[config.mk]
export PLATFORM = sky130hd
export DESIGN_NAME = dslope_seq
export DESIGN_NICKNAME = d
export VERILOG_FILES = /design/src/rtl/dslope_pkg.sv /design/src/rtl/dslope_phase_timer.sv /design/src/rtl/dslope_fsm.sv /design/src/rtl/dslope_result_latch.sv /design/src/rtl/dslope_seq.sv
export SDC_FILE = /design/constraint.sdc
export NUM_CORES = 1
export LEC_CHECK = 0
export ABC_AREA = 1
export CAP_MARGIN = 20
export CORE_ASPECT_RATIO = 0.9
export CORE_MARGIN = 2
export CORE_UTILIZATION = 50
export DETAILED_ROUTE_END_ITERATION = 10
export MAX_ROUTING_LAYER = met4
export PLACE_DENSITY_LB_ADDON = 0.15
export SETUP_SLACK_MARGIN = 0.4
export SLEW_MARGIN = 40
export SYNTH_ARGS = -nofsm -noshare
export SYNTH_HDL_FRONTEND = slang
export SYNTH_SLANG_ARGS = --single-unit
[constraint.sdc]
create_clock -name clk -period 1.95 [get_ports clk]
set_input_delay 0.39 -clock clk [delete_from_list [all_inputs] [get_ports clk]]
set_output_delay 0.39 -clock clk [all_outputs]
set_load 0.1 [all_outputs]
[src/rtl/dslope_pkg.sv]
// Shared types for the dual-slope converter sequencer.
package dslope_pkg;

    // Conversion phase; encoding is internal to the block.
    typedef enum logic [1:0] {
        PH_IDLE  = 2'd0,
        PH_DISCH = 2'd1,
        PH_INTEG = 2'd2,
        PH_DEINT = 2'd3
    } phase_e;

endpackage

[src/rtl/dslope_phase_timer.sv]
// Phase timer: a free-running up counter that is cleared whenever the
// sequencer enters a new phase.
// Assumes: the controller never lets it run past its width (the limits are
// checked against terminal values sized from the longest phase).
module dslope_phase_timer #(
    parameter int TMR_W = 9
) (
    input  logic             clk,
    input  logic             rst_n,
    input  logic             clr_i,
    output logic [TMR_W-1:0] cnt_o
);

    // Count clocks within the current phase; restart on clear.
    always_ff @(posedge clk) begin
        if (!rst_n || clr_i) begin
            cnt_o <= '0;
        end else begin
            cnt_o <= cnt_o + 1'b1;
        end
    end

endmodule

[src/rtl/dslope_fsm.sv]
// Sequencer: walks idle -> discharge -> run-up -> run-down -> idle.
// It decides the end of each phase from the phase timer. In run-down it
// raises a latch request on a comparator crossing or on timeout.
// Assumes: the timer restarts at zero on the cycle after tmr_clr_o is high.
module dslope_fsm
    import dslope_pkg::*;
#(
    parameter int CNT_W        = 8,
    parameter int INT_CYCLES   = 256,
    parameter int DISCH_CYCLES = 4,
    parameter int TMR_W        = 9
) (
    input  logic             clk,
    input  logic             rst_n,
    input  logic             start_i,
    input  logic             zero_cross_i,
    input  logic [TMR_W-1:0] cnt_i,
    output phase_e           phase_o,
    output logic             tmr_clr_o,
    output logic             latch_o,
    output logic             ovf_o
);

    localparam logic [TMR_W-1:0] DISCH_LAST = TMR_W'(DISCH_CYCLES - 1);
    localparam logic [TMR_W-1:0] INT_LAST   = TMR_W'(INT_CYCLES - 1);
    localparam logic [TMR_W-1:0] DEINT_LAST = TMR_W'((2 ** CNT_W) - 1);

    phase_e phase_q, phase_d;

    // Next-phase and control decode for the current phase.
    always_comb begin
        phase_d   = phase_q;
        tmr_clr_o = 1'b0;
        latch_o   = 1'b0;
        ovf_o     = 1'b0;
        unique case (phase_q)
            PH_IDLE: begin
                tmr_clr_o = 1'b1;
                if (start_i) phase_d = PH_DISCH;
            end
            PH_DISCH: begin
                if (cnt_i == DISCH_LAST) begin
                    phase_d   = PH_INTEG;
                    tmr_clr_o = 1'b1;
                end
            end
            PH_INTEG: begin
                if (cnt_i == INT_LAST) begin
                    phase_d   = PH_DEINT;
                    tmr_clr_o = 1'b1;
                end
            end
            PH_DEINT: begin
                if (zero_cross_i) begin
                    latch_o = 1'b1;
                    phase_d = PH_IDLE;
                end else if (cnt_i == DEINT_LAST) begin
                    latch_o = 1'b1;
                    ovf_o   = 1'b1;
                    phase_d = PH_IDLE;
                end
            end
            default: phase_d = PH_IDLE;
        endcase
    end

    // Phase register.
    always_ff @(posedge clk) begin
        if (!rst_n) phase_q <= PH_IDLE;
        else        phase_q <= phase_d;
    end

    assign phase_o = phase_q;

endmodule

[src/rtl/dslope_result_latch.sv]
// Output latch: captures the run-down count, or all ones on overrange, and
// pulses done for the cycle in which the new value first appears.
// Assumes: latch_i is high for a single cycle per conversion.
module dslope_result_latch #(
    parameter int CNT_W = 8
) (
    input  logic             clk,
    input  logic             rst_n,
    input  logic             latch_i,
    input  logic             ovf_i,
    input  logic [CNT_W-1:0] cnt_i,
    output logic [CNT_W-1:0] result_o,
    output logic             overrange_o,
    output logic             done_o
);

    // Hold result and flag between conversions; update on latch request.
    always_ff @(posedge clk) begin
        if (!rst_n) begin
            result_o    <= '0;
            overrange_o <= 1'b0;
        end else if (latch_i) begin
            result_o    <= ovf_i ? '1 : cnt_i;
            overrange_o <= ovf_i;
        end
    end

    // One-cycle completion pulse, aligned with the new result.
    always_ff @(posedge clk) begin
        if (!rst_n) done_o <= 1'b0;
        else        done_o <= latch_i;
    end

endmodule

[src/rtl/dslope_seq.sv]
// Dual-slope converter sequencer top. It ties the phase timer, the
// sequencer and the output latch together, and decodes the analog controls
// from the phase.
// Assumes: zero_cross_i is synchronous to clk; start_i is a pulse.
module dslope_seq
    import dslope_pkg::*;
#(
    parameter int CNT_W        = 8,
    parameter int INT_CYCLES   = 256,
    parameter int DISCH_CYCLES = 4
) (
    input  logic             clk,
    input  logic             rst_n,
    input  logic             start_i,
    input  logic             zero_cross_i,
    output logic             sel_ref_o,
    output logic             int_clear_o,
    output logic [CNT_W-1:0] result_o,
    output logic             overrange_o,
    output logic             busy_o,
    output logic             done_o
);

    localparam int DEINT_SPAN = 2 ** CNT_W;
    localparam int SPAN_A     = (INT_CYCLES > DISCH_CYCLES) ? INT_CYCLES : DISCH_CYCLES;
    localparam int SPAN_MAX   = (SPAN_A > DEINT_SPAN) ? SPAN_A : DEINT_SPAN;
    localparam int TMR_W      = $clog2(SPAN_MAX + 1);

    initial begin
        if (INT_CYCLES < 1 || DISCH_CYCLES < 1 || CNT_W < 1)
            $error("dslope_seq: phase lengths and width must be at least 1");
    end

    phase_e           phase;
    logic [TMR_W-1:0] tmr_cnt;
    logic             tmr_clr;
    logic             latch_req;
    logic             ovf_req;

    dslope_phase_timer #(.TMR_W(TMR_W)) u_timer (
        .clk   (clk),
        .rst_n (rst_n),
        .clr_i (tmr_clr),
        .cnt_o (tmr_cnt)
    );

    dslope_fsm #(
        .CNT_W        (CNT_W),
        .INT_CYCLES   (INT_CYCLES),
        .DISCH_CYCLES (DISCH_CYCLES),
        .TMR_W        (TMR_W)
    ) u_fsm (
        .clk          (clk),
        .rst_n        (rst_n),
        .start_i      (start_i),
        .zero_cross_i (zero_cross_i),
        .cnt_i        (tmr_cnt),
        .phase_o      (phase),
        .tmr_clr_o    (tmr_clr),
        .latch_o      (latch_req),
        .ovf_o        (ovf_req)
    );

    dslope_result_latch #(.CNT_W(CNT_W)) u_latch (
        .clk         (clk),
        .rst_n       (rst_n),
        .latch_i     (latch_req),
        .ovf_i       (ovf_req),
        .cnt_i       (tmr_cnt[CNT_W-1:0]),
        .result_o    (result_o),
        .overrange_o (overrange_o),
        .done_o      (done_o)
    );

    // Analog control and status decode from the current phase.
    always_comb begin
        busy_o      = (phase != PH_IDLE);
        int_clear_o = (phase == PH_DISCH);
        sel_ref_o   = (phase == PH_DEINT);
    end

endmodule

# Word level (Yosys, flattened, before mapping)
# Index checks and enable logic that the tools add are counted.
totals:
  ff_bits: 21
  output_inout_bits: 13
  wordCells: 34
classes:
  n_addsub: 1
  n_eq_ne: 9
  mux: 14
  n_reduce_logical: 5
op_table:
  columns: ["operator", "n"]
  rows:
  - ["2-to-1 mux 2 bit", 5]
  - ["adder 9 x 1 -> 9 bit, second input constant", 1]
  - ["== test 9 x 2 -> 1 bit, second input constant", 1]
  - ["== test 9 x 8 -> 1 bit, second input constant", 1]
  - ["2-to-1 mux 8 bit", 1]
  - ["case mux 2 bit (4 select lines)", 1]
  - ["2-to-1 mux 1 bit", 6]
  - ["== test 2 bit, second input constant", 2]
  - ["!= test 2 x 1 -> 1 bit, second input constant", 2]
  - ["AND reduction 4 bit", 1]
  - ["!= test 3 x 2 -> 1 bit, second input constant", 1]
  - ["case mux 1 bit (3 select lines)", 1]
  - ["== test 2 x 1 -> 1 bit, second input constant", 1]
  - ["zero test 2 bit", 1]
  - ["!= test 2 bit, second input constant", 1]
  - ["nonzero test 2 bit", 1]
  - ["zero test 1 bit", 1]
  - ["logical OR 1 bit", 1]

# Logic depth before layout (Yosys ltp)
# Gate-level depths: netlist (run 1).
logic_depth:
  depth_word: 5
  ltp_mapped: 11
  depth_no_buf: 11

# Cells and area by module
# From an unflattened synthesis (run 1), not the netlist that was laid out.
unflattened:
  hier_cells: 182
  area_unflattened_um2: 1197.4
modules_own_cells:
  columns: ["mod", "n_inst", "cells_each", "area_each_um2", "seq_area_each_um2"]
  rows:
  - ["dslope_result_latch", 1, 58, 406.6, 200.2]
  - ["dslope_phase_timer", 1, 55, 395.4, 180.2]
  - ["dslope_fsm", 1, 63, 372.9, 40.0]
  - ["dslope_seq", 1, 6, 22.5, 0.0]

# Worst setup path before layout (run 1)
# Ideal clock, no wire load.
synth_timing:
  path_type: "register to register"
  startpoint: "register u_fsm.phase_q[0] (netlist: u_fsm.phase_o[0])"
  endpoint: "register u_fsm.phase_q[0] (netlist: u_fsm.phase_o[0])"
  setup_time_ns: 0.115
  t_arrival_ns: 1.764
  required_ns: 1.835
  path_slack_ns: 0.071
  stages_incl_launch_ff: 9
  path_cell_list: "dfxtp_1 -> inv_1 -> ha_1 -> inv_1 -> nor2_1 -> a21oi_1 -> nand3_1 -> nand2_1 -> nor2_1"
synth_via:
  elab_chain_cells: 3
synth_rtl:
  columns: ["item", "line_no", "source"]
  rows:
  - ["start: declaration", "dslope_fsm.sv:28", "phase_e phase_q, phase_d;"]
  - ["start signal: assignment", "dslope_fsm.sv:70", "else phase_q <= phase_d;"]
  - ["== test 2 bit (tied with other cells)", "dslope_fsm.sv:36", "unique case (phase_q)"]
  - ["!= test 3 x 2 -> 1 bit (no source line) (tied with other cells)", null, null]
  - ["AND reduction 4 bit (no source line)", null, null]
# Parallel ways exist; a longest one is shown, timed or not.
# A chain may end at the register's enable or synchronous reset.

# Final worst setup path (run 1)
layout_timing:
  startpoint: "register u_timer.cnt_o[2]"
  endpoint: "register u_fsm.phase_q[1] (netlist: u_fsm.phase_o[1])"
layout_via:
  elab_chain_cells: 3
layout_rtl:
  columns: ["item", "line_no", "source"]
  rows:
  - ["start: declaration", "dslope_phase_timer.sv:11", "output logic [TMR_W-1:0] cnt_o"]
  - ["start signal: assignment", "dslope_phase_timer.sv:19", "cnt_o <= cnt_o + 1'b1;"]
  - ["== test 9 x 8 -> 1 bit / == test 9 x 2 -> 1 bit (equally long branches)", "dslope_fsm.sv:48, dslope_fsm.sv:57, dslope_fsm.sv:42", null]
  - ["!= test 3 x 2 -> 1 bit (no source line) / != test 2 x 1 -> 1 bit (equally long branches)", null, null]
  - ["AND reduction 4 bit (no source line) *", null, null]
# Every way passes the cells marked *; elsewhere a longest branch is shown, timed or not.

==> impl_metrics.tcl, run 1 <==
set metrics [dict create \
    dp_hpwl_microns 1440 \
    syn_inst 124 \
    gp_congestion 0.826 \
    tightestPinTransition_ns 0.340 \
    timing.final.crit_share 0.857 \
    clk_latency_ns 0.31 \
    vias 961 \
    ys_ff_latch 21 \
    pre_cts_ws_ns 0.220 \
    grt_use_total 0.238 \
    synthTopCellsByArea "dfxtp_1 (43%), inv_1 (10%), ha_1 (9.0%)" \
    startpoint "u_timer.cnt_o[2]" \
    first_iter_violations 38 \
    post-route-min-period_ns 1.67 \
    antennaDiodeCount 0 \
    grt_overflow 0 \
    pin_count 17 \
    grt_pass1_vias 869 \
    ir_drop_mv 1.58 \
    finalHoldViolCount 0 \
    crit_type "flop to flop" \
    drv_cap 0 \
    rsz0062_at_grt "true" \
    wire_per_inst_microns 15.0 \
    area_growth_pct 54.6 \
    fin_ws_ns 0.279 \
    clkTransAtPathRegs_ns 0.14 \
    crit_path_max_fanout 5 \
    hold_start "u_latch.result_o[1]" \
    start_util 0.518 \
    tns_ns 0 \
    grt_max_degree 13 \
    antenna_found_initial 0 \
    max-slew-margin-rel 0.773 \
    synth_top_cell_by_area "dfxtp_1" \
    layout.nets 172 \
    antenna_left 0 \
    wl_microns 2780 \
    maxSlewViolCount 0 \
    crit_arrival_ns 1.89 \
    cp_slowest_stage_delay_ns 0.49 \
    cp.buffers_inverters 1 \
    first_pass_iters 4 \
    ys_types 18 \
    ctsHoldBuffers 0 \
    chipWidth_microns 50.5 \
    cts_root_buf "clkbuf_4" \
    drive_gt1_frac 0.425 \
    rows 15 \
    hold_class "flop to flop" \
    yosysWarnings 0 \
    grt_pass1_wl_microns 3930 \
    vias_per_cell 5.19 \
    leakagePower_nw 0.605 \
    drc_errors 0 \
    die_area_sq_mm 0.00231 \
    num-fill-cells 130 \
    clock.fmax_ghz 0.598 \
    syn_nets 135 \
    worstReg2RegStart "u_timer.cnt_o[2]" \
    powerDensity_mw_per_mm2 1310 \
    fin_skew_ns 0.00866 \
    ys_seq_area_frac 0.432 \
    portBuffers 16 \
    path_cells "nand3_4 -> nor2_4 -> nand2_2 -> nor3_4 -> ha_4 -> inv_2 -> a21oi_4 -> nand3_1 -> nand2_1 -> nor2_1" \
    synth_area_sq_um 972 \
    htreeDepth 1 \
    cp-end-kind "flop" \
    die_h_microns 45.8 \
    clock_sinks 21 \
    cp_top_family "simple AND/OR/NAND/NOR gates" \
    yosysTopAreaCellShare 0.432 \
    clock_path_buffers 2 \
    cts_tree "yes" \
    core_sq_mm 0.00188 \
    avgSynthCellArea_sq_um 7.84 \
    power_mw 1.97 \
    startpoint_type "flop" \
    cts_inserted_buffers 3 \
    status "finished clean" \
    crit_required_ns 2.16 \
    setup_viol 0 \
    cp_slowest_cell "dfxtp_1" \
]
## cell type report
cell class / count / area, sq um / area share
inverters: 27 / 108 / 0.0716
clock inverters: 1 / 5.00 / 0.00333
flip-flops and latches: 21 / 435 / 0.290
well taps: 25 / 31.3 / 0.0208
clock buffers: 3 / 22.5 / 0.0150
multi-input cells: 77 / 623 / 0.415
repair buffers: 31 / 278 / 0.185
## cell usage in the layout, fill, tap and decap left out, types with 4 or more instances in the layout
cell type  count
dfxtp_4        4
a21oi_1        4
buf_4         25
dfxtp_1       17
ha_4           5
nor2_1        15
nand3_1        4
inv_1         22
nand2_1       17
a221oi_2       5
## sequential cells by signal (all words and copies together) (netlist names)
register / count
u_fsm.phase_o: 2
u_latch.done_o: 1
u_timer.cnt_o: 9
u_latch.result_o: 8
u_latch.overrange_o: 1
## worst reg2reg max path, cell delays in order, from the launching register on
cell     delay, ns
dfxtp_1       0.49
nand3_4       0.12
nor2_4        0.09
nand2_2       0.07
nor3_4        0.15
ha_4          0.20
inv_2         0.05
a21oi_4       0.16
nand3_1       0.11
nand2_1       0.09
nor2_1        0.05
## cell usage after synthesis
library cell	number
nor3_1	2
a21oi_1	7
inv_1	26
nand2_4	1
nand3_2	1
nand2_2	2
xor2_1	3
a221oi_1	6
nand2_1	18
ha_1	7
nor2_1	17
inv_2	1
o21ai_2	2
nor2_2	2
o21ai_0	2
xnor2_1	1
nand3_1	5
dfxtp_1	21
## kinds of logic after synthesis
family                     Yosys count  share of synthesized area
xor gates and xnor gates             4                     0.0360
and+or+nand+nor                     48                      0.219
buffers and inverters               27                      0.104
AOI/OAI and AO/OA                   17                      0.118
adders and majority gates            7                     0.0901
DFF                                 21                      0.432
## metrics by stage
step,instances,cell area (sq um),hold WS (ns),util
after detailed placement,165,1230,0.442,0.653
after CTS,181,1370,0.463,0.732
after floorplan,124,1030,0.438,-
after global routing,185,1500,0.499,0.801
final,185,1500,0.475,0.801
after global placement,165,1230,0.441,0.653
## repair_timing
item | 4_1_cts | 5_1_grt
pin swaps | 2 | 5
resized for setup | 7 | 16
setup buffers | 12 | 3
setup endpoints to repair | 21 | 23
gates cloned | 0 | 1
## power breakdown
part	internal, mW	total, mW	switching [mW]
Clock	0.0766	0.226	0.150
Combinational	0.431	1.17	0.738
Sequential	0.501	0.573	0.0718
Total	1.01	1.97	0.960
## layer usage
metal | vias to the layer above | GRT usage | share of wire | wire [microns]
li1 | 463 | - | - | -
met1 | 460 | 0.281 | 0.44 | 1220
met2 | 32 | 0.418 | 0.49 | 1370
met3 | 6 | 0.0461 | 0.050 | 138
met4 | 0 | 0.0649 | 0.018 | 50
met5 | - | - | 0 | 0
## path summary, 6_finish.rpt
path,end,slack (ns),cells past startpoint
max,u_fsm.phase_o[1],0.28,10
min,u_latch.result_o[1],0.47,2
max reg2reg,u_fsm.phase_o[1],0.28,10
min reg2reg,u_latch.result_o[1],0.47,2
No activity file was read; power rests on OpenSTA's default activity.
==> inputs of run 2 (changes only) <==
--- a/config.mk
+++ b/config.mk
@@ -12,7 +12,7 @@
 export CORE_UTILIZATION = 50
 export DETAILED_ROUTE_END_ITERATION = 10
 export MAX_ROUTING_LAYER = met4
-export PLACE_DENSITY_LB_ADDON = 0.15
+export PLACE_DENSITY = 0.76
 export SETUP_SLACK_MARGIN = 0.4
 export SLEW_MARGIN = 40
 export SYNTH_ARGS = -nofsm -noshare
==> run 2 against run 1 <==
Net effect:
- total power up 2.5%
- sequential cell count unchanged
- wire length down 3.2%
- die area unchanged
- largest power group unchanged
==> impl_metrics.tcl, run 2 (synthesized netlist as in run 1, its figures left out) <==
set metrics [dict create \
    pin_count 17 \
    clock_sinks 21 \
    antenna_found_initial 0 \
    tns_ns 0 \
    drc_errors 0 \
    grt_max_degree 13 \
    crit_arrival_ns 1.91 \
    rr_worst_depth 11 \
    hold_depth 2 \
    timing.final.crit_share 0.875 \
    path_cells "ha_4 -> nand3_2 -> nor2_2 -> nand2_1 -> nor3_2 -> ha_2 -> inv_2 -> a21oi_4 -> nand3_1 -> nand2_1 -> nor2_1" \
    clock_path_buffers 2 \
    grt_pass1_vias 874 \
    largest_register "u_timer.cnt_o" \
    start_util 0.518 \
    gp_congestion 0.769 \
    final_common_cell "buf_4" \
    drive_gt1_frac 0.394 \
    largest_reg_flops 9 \
    antenna_left 0 \
    ir_drop_mv 1.21 \
    first_iter_violations 25 \
    vias_per_cell 5.31 \
    crit_type "flop to flop" \
    maxSlewViolCount 0 \
    hold_class "flop to flop" \
    status "finished clean" \
    area_growth_pct 49.5 \
    clk_latency_ns 0.30 \
    cp_top_family "simple AND/OR/NAND/NOR gates" \
    critical_path_depth 11 \
    clkTransAtPathRegs_ns 0.12 \
    finalHoldViolCount 0 \
    setup_viol 0 \
    first_pass_iters 4 \
    antennaDiodeCount 0 \
    dp_hpwl_microns 1590 \
    drv_cap 0 \
    rsz0062_at_grt "true" \
    rows 15 \
    mostFrequentLayoutCells "buf_4 (24), inv_1 (22), nand2_1 (18)" \
    clock.fmax_ghz 0.586 \
    core_sq_mm 0.00188 \
    wl_microns 2690 \
    cp_slowest_stage_delay_ns 0.39 \
    cp_slowest_cell "dfxtp_4" \
    cp.buffers_inverters 1 \
    cts_inserted_buffers 3 \
    htreeDepth 1 \
    vias 982 \
    grt_pass1_wl_microns 4000 \
    grt_overflow 0 \
    fin_skew_ns 0.00316 \
    post-route-min-period_ns 1.71 \
    powerDensity_mw_per_mm2 1390 \
    crit_path_max_fanout 4 \
    portBuffers 16 \
    wire_per_inst_microns 14.5 \
    chipWidth_microns 50.5 \
    cp-end-kind "flop" \
    tightestPinTransition_ns 0.449 \
    grt_use_total 0.246 \
    power_mw 2.02 \
    critPathMostFrequentCell "nand2_1" \
    startpoint_type "flop" \
    die_area_sq_mm 0.00231 \
    cts_tree "yes" \
    die_h_microns 45.8 \
    cts_root_buf "clkbuf_4" \
    leakagePower_nw 0.594 \
    max-slew-margin-rel 0.701 \
    ctsHoldBuffers 0 \
    crit_required_ns 2.16 \
    layout.nets 172 \
]
-- run 2: cell count changes in the layout (fill, tap and decap cells not counted), sizes merged --
cell,before,now
nand2,21,22
o21ai,5,4
-- run 2: per-layer routing --
layer  track usage  vias to the layer above  part of all wire
li1              -                      462                 -
met1         0.287                      467              0.42
met2         0.426                       43              0.49
met3        0.0263                       10             0.053
met4         0.130                        0             0.030
met5             -                        -                 0
-- run 2: cell type report --
| cell class | count | area, sq um |
|---|---|---|
| inverters | 27 | 110 |
| well taps | 25 | 31.3 |
| clock buffers | 3 | 22.5 |
| clock inverters | 1 | 5.00 |
| repair buffers | 31 | 290 |
| flip-flops and latches | 21 | 435 |
| multi-input cells | 77 | 559 |
| fillers | 134 | 423 |
-- run 2: tightest hold or removal path: stages, from the launching register on --
cell     delay [ns]
dfxtp_1        0.33
inv_1          0.05
a21oi_1        0.05
-- run 2: worst paths after layout --
check | from | to | slack [ns]
worst max register to register | u_timer.cnt_o[0] | u_fsm.phase_o[1] | 0.24
worst max-delay path | u_timer.cnt_o[0] | u_fsm.phase_o[1] | 0.24
worst min register to register | u_latch.result_o[0] | u_latch.result_o[0] | 0.46
worst min-delay path | u_latch.result_o[0] | u_latch.result_o[0] | 0.46
-- run 2: stage by stage --
stage / std cells / setup slack [ns] / instance area, sq um / hold slack, ns / utilization
floorplan: 124 / 0.387 / 1030 / 0.438 / -
global placement: 165 / 0.300 / 1230 / 0.435 / 0.653
detailed placement: 165 / 0.215 / 1230 / 0.446 / 0.653
CTS: 181 / 0.304 / 1390 / 0.464 / 0.743
global route: 185 / 0.0925 / 1450 / 0.477 / 0.775
finish: 185 / 0.244 / 1450 / 0.459 / 0.775
-- run 2: repair_timing --
item                       in CTS  in global routing
gates resized for setup        10                  4
gates cloned                    1                  0
hold endpoints to repair        0                  0
setup endpoints to repair      22                 22
pin swaps                       4                  3
setup buffers                  11                  4
-- run 2: power by group --
group,leakage [nW],total [mW],switching (mW),internal [mW]
sequential,0.173,0.566,0.0652,0.501
combinational,0.404,1.24,0.761,0.478
clock,0.0177,0.213,0.137,0.0765
total,0.594,2.02,0.963,1.05
==> inputs of run 3 (changes only) <==
--- a/config.mk
+++ b/config.mk
@@ -6,9 +6,8 @@
 export NUM_CORES = 1
 export LEC_CHECK = 0
 export ABC_AREA = 1
-export CAP_MARGIN = 20
 export CORE_ASPECT_RATIO = 0.9
-export CORE_MARGIN = 2
+export CORE_MARGIN = 1.5
 export CORE_UTILIZATION = 50
 export DETAILED_ROUTE_END_ITERATION = 10
 export MAX_ROUTING_LAYER = met4
==> run 3 against run 2 <==
Net effect:
- largest cell class unchanged
- combinational power fell by 8%
- global-route usage fell by 1.6 points
- count of clock-buffer cells in the layout rose by 1
- highest routed layer unchanged
- maximum frequency fell by 0.83%
- worst hold slack improved by 0.0011 ns
- critical path depth fell by 2
- register-to-register slack barely moved
- worst setup slack got worse by 0.014 ns
- via count fell by 6.4%
- cell count fell by 3.2%
- non-clock buffer count fell by 5
- first-iteration DRC count fell by 52%
==> impl_metrics.tcl, run 3 (synthesized netlist as in run 1, its figures left out) <==
set metrics [dict create \
    largest_register "u_timer.cnt_o" \
    die_h_microns 44.8 \
    portBuffers 16 \
    drive_gt1_frac 0.387 \
    cp_slowest_cell "dfxtp_4" \
    pin_count 17 \
    power.internal_mw 1.01 \
    fin_area_sq_mm 0.00142 \
    grt_pass1_wl_microns 3660 \
    ctsHoldBuffers 0 \
    grt_overflow 0 \
    cts_tree "yes" \
    dp_hpwl_microns 1500 \
    clkTransAtPathRegs_ns 0.11 \
    crit_path_max_fanout 5 \
    cp_top_family "simple AND/OR/NAND/NOR gates" \
    crit_arrival_ns 1.93 \
    die_area_sq_mm 0.00222 \
    rows 14 \
    drc_errors 0 \
    finalHoldViolCount 0 \
    final_cells 179 \
    tns_ns 0 \
    fin_skew_ns 0.00444 \
    grt_use_total 0.231 \
    area_growth_pct 46.5 \
    antenna_found_initial 0 \
    wl_microns 2320 \
    htreeDepth 1 \
    leakagePower_nw 0.561 \
    p_comb_frac 0.596 \
    vias_per_cell 5.13 \
    drv_cap 0 \
    chipWidth_microns 49.5 \
    post-route-min-period_ns 1.72 \
    gp_congestion 0.879 \
    cts_root_buf "clkbuf_4" \
    clk_latency_ns 0.30 \
    grt_max_degree 12 \
    clock_sinks 21 \
    seqPwrFrac 0.296 \
    layout.nets 167 \
    max-slew-margin-rel 0.755 \
    start_util 0.555 \
    path_cells "ha_4 -> nand3_2 -> nor2_1 -> nand2_1 -> nor3_2 -> ha_2 -> buf_4 -> o21ai_4 -> a221oi_2" \
    place_area_sq_mm 0.00122 \
    antenna_left 0 \
    clock.fmax_ghz 0.581 \
    cp.buffers_inverters 1 \
    vias 919 \
    crit_required_ns 2.16 \
    tightestPinTransition_ns 0.368 \
    first_pass_iters 4 \
    hold_class "flop to flop" \
    crit_type "flop to flop" \
    powerDensity_mw_per_mm2 1340 \
    cts_inserted_buffers 3 \
    rsz0062_at_grt "true" \
    pre_cts_ws_ns 0.214 \
    timing.final.crit_share 0.882 \
    first_iter_violations 12 \
    startpoint_type "flop" \
    utilization 0.813 \
    fin_ws_ns 0.230 \
    final_common_cell "inv_1" \
    status "finished clean" \
    pwr-share-clk 0.108 \
    hold_slack_ns 0.460 \
    power_mw 1.91 \
    swShare 0.473 \
    core_sq_mm 0.00175 \
    antennaDiodeCount 0 \
    dpl.cell_count 164 \
    ir_drop_mv 1.51 \
    mostFrequentLayoutCells "inv_1 (22), buf_4 (20), nand2_1 (18)" \
    setup_viol 0 \
    cp-end-kind "flop" \
    cp_slowest_stage_delay_ns 0.37 \
    maxSlewViolCount 0 \
    grt_pass1_vias 797 \
    p_sw_uw 907 \
    clock_path_buffers 2 \
    largest_reg_flops 9 \
    wire_per_inst_microns 13.0 \
]
-- run 3: final cells by class --
class	count	area (sq um)
timing repair buffer	26	240
clock buffer	4	26.3
inverter	27	110
sequential	21	437
tap	24	30.0
multi-input combinational	77	581
fill	104	328
-- run 3: power by group through the flow --
stage	clock, mW	sequential, mW	combinational [mW]
global route	0.232	0.575	1.23
detailed placement	0	0.564	0.959
global placement	0	0.556	0.934
finish	0.206	0.567	1.14
CTS	0.207	0.567	1.09
floorplan	0	0.669	0.587
-- run 3: path summary, 6_finish.rpt --
kind | from | to | slack, ns | cells after the start
max | u_timer.cnt_o[1] | u_latch.result_o[5] | 0.23 | 9
max reg2reg | u_timer.cnt_o[1] | u_latch.result_o[5] | 0.23 | 9
min | u_latch.result_o[1] | u_latch.result_o[1] | 0.46 | 2
min reg2reg | u_latch.result_o[1] | u_latch.result_o[1] | 0.46 | 2
-- run 3: worst register-to-register path, cell delays in order (launching register included) --
cell	delay, ns
dfxtp_4	0.37
ha_4	0.13
nand3_2	0.07
nor2_1	0.09
nand2_1	0.09
nor3_2	0.14
ha_2	0.23
buf_4	0.14
o21ai_4	0.09
a221oi_2	0.27
-- run 3: repair_timing --
item / in CTS / in global routing
pin swaps: 4 / 3
endpoints found under the setup margin: 22 / 21
cloned: 0 / 1
setup buffers: 8 / 2
gates resized for setup: 9 / 8
-- run 3: per-layer routing --
| metal | share of wire | wire, microns | global-route usage |
|---|---|---|---|
| met1 | 0.46 | 1060 | 0.297 |
| met2 | 0.49 | 1140 | 0.359 |
| met3 | 0.039 | 91 | 0.0530 |
| met4 | 0.011 | 26 | 0.0889 |
| met5 | 0 | 0 | - |
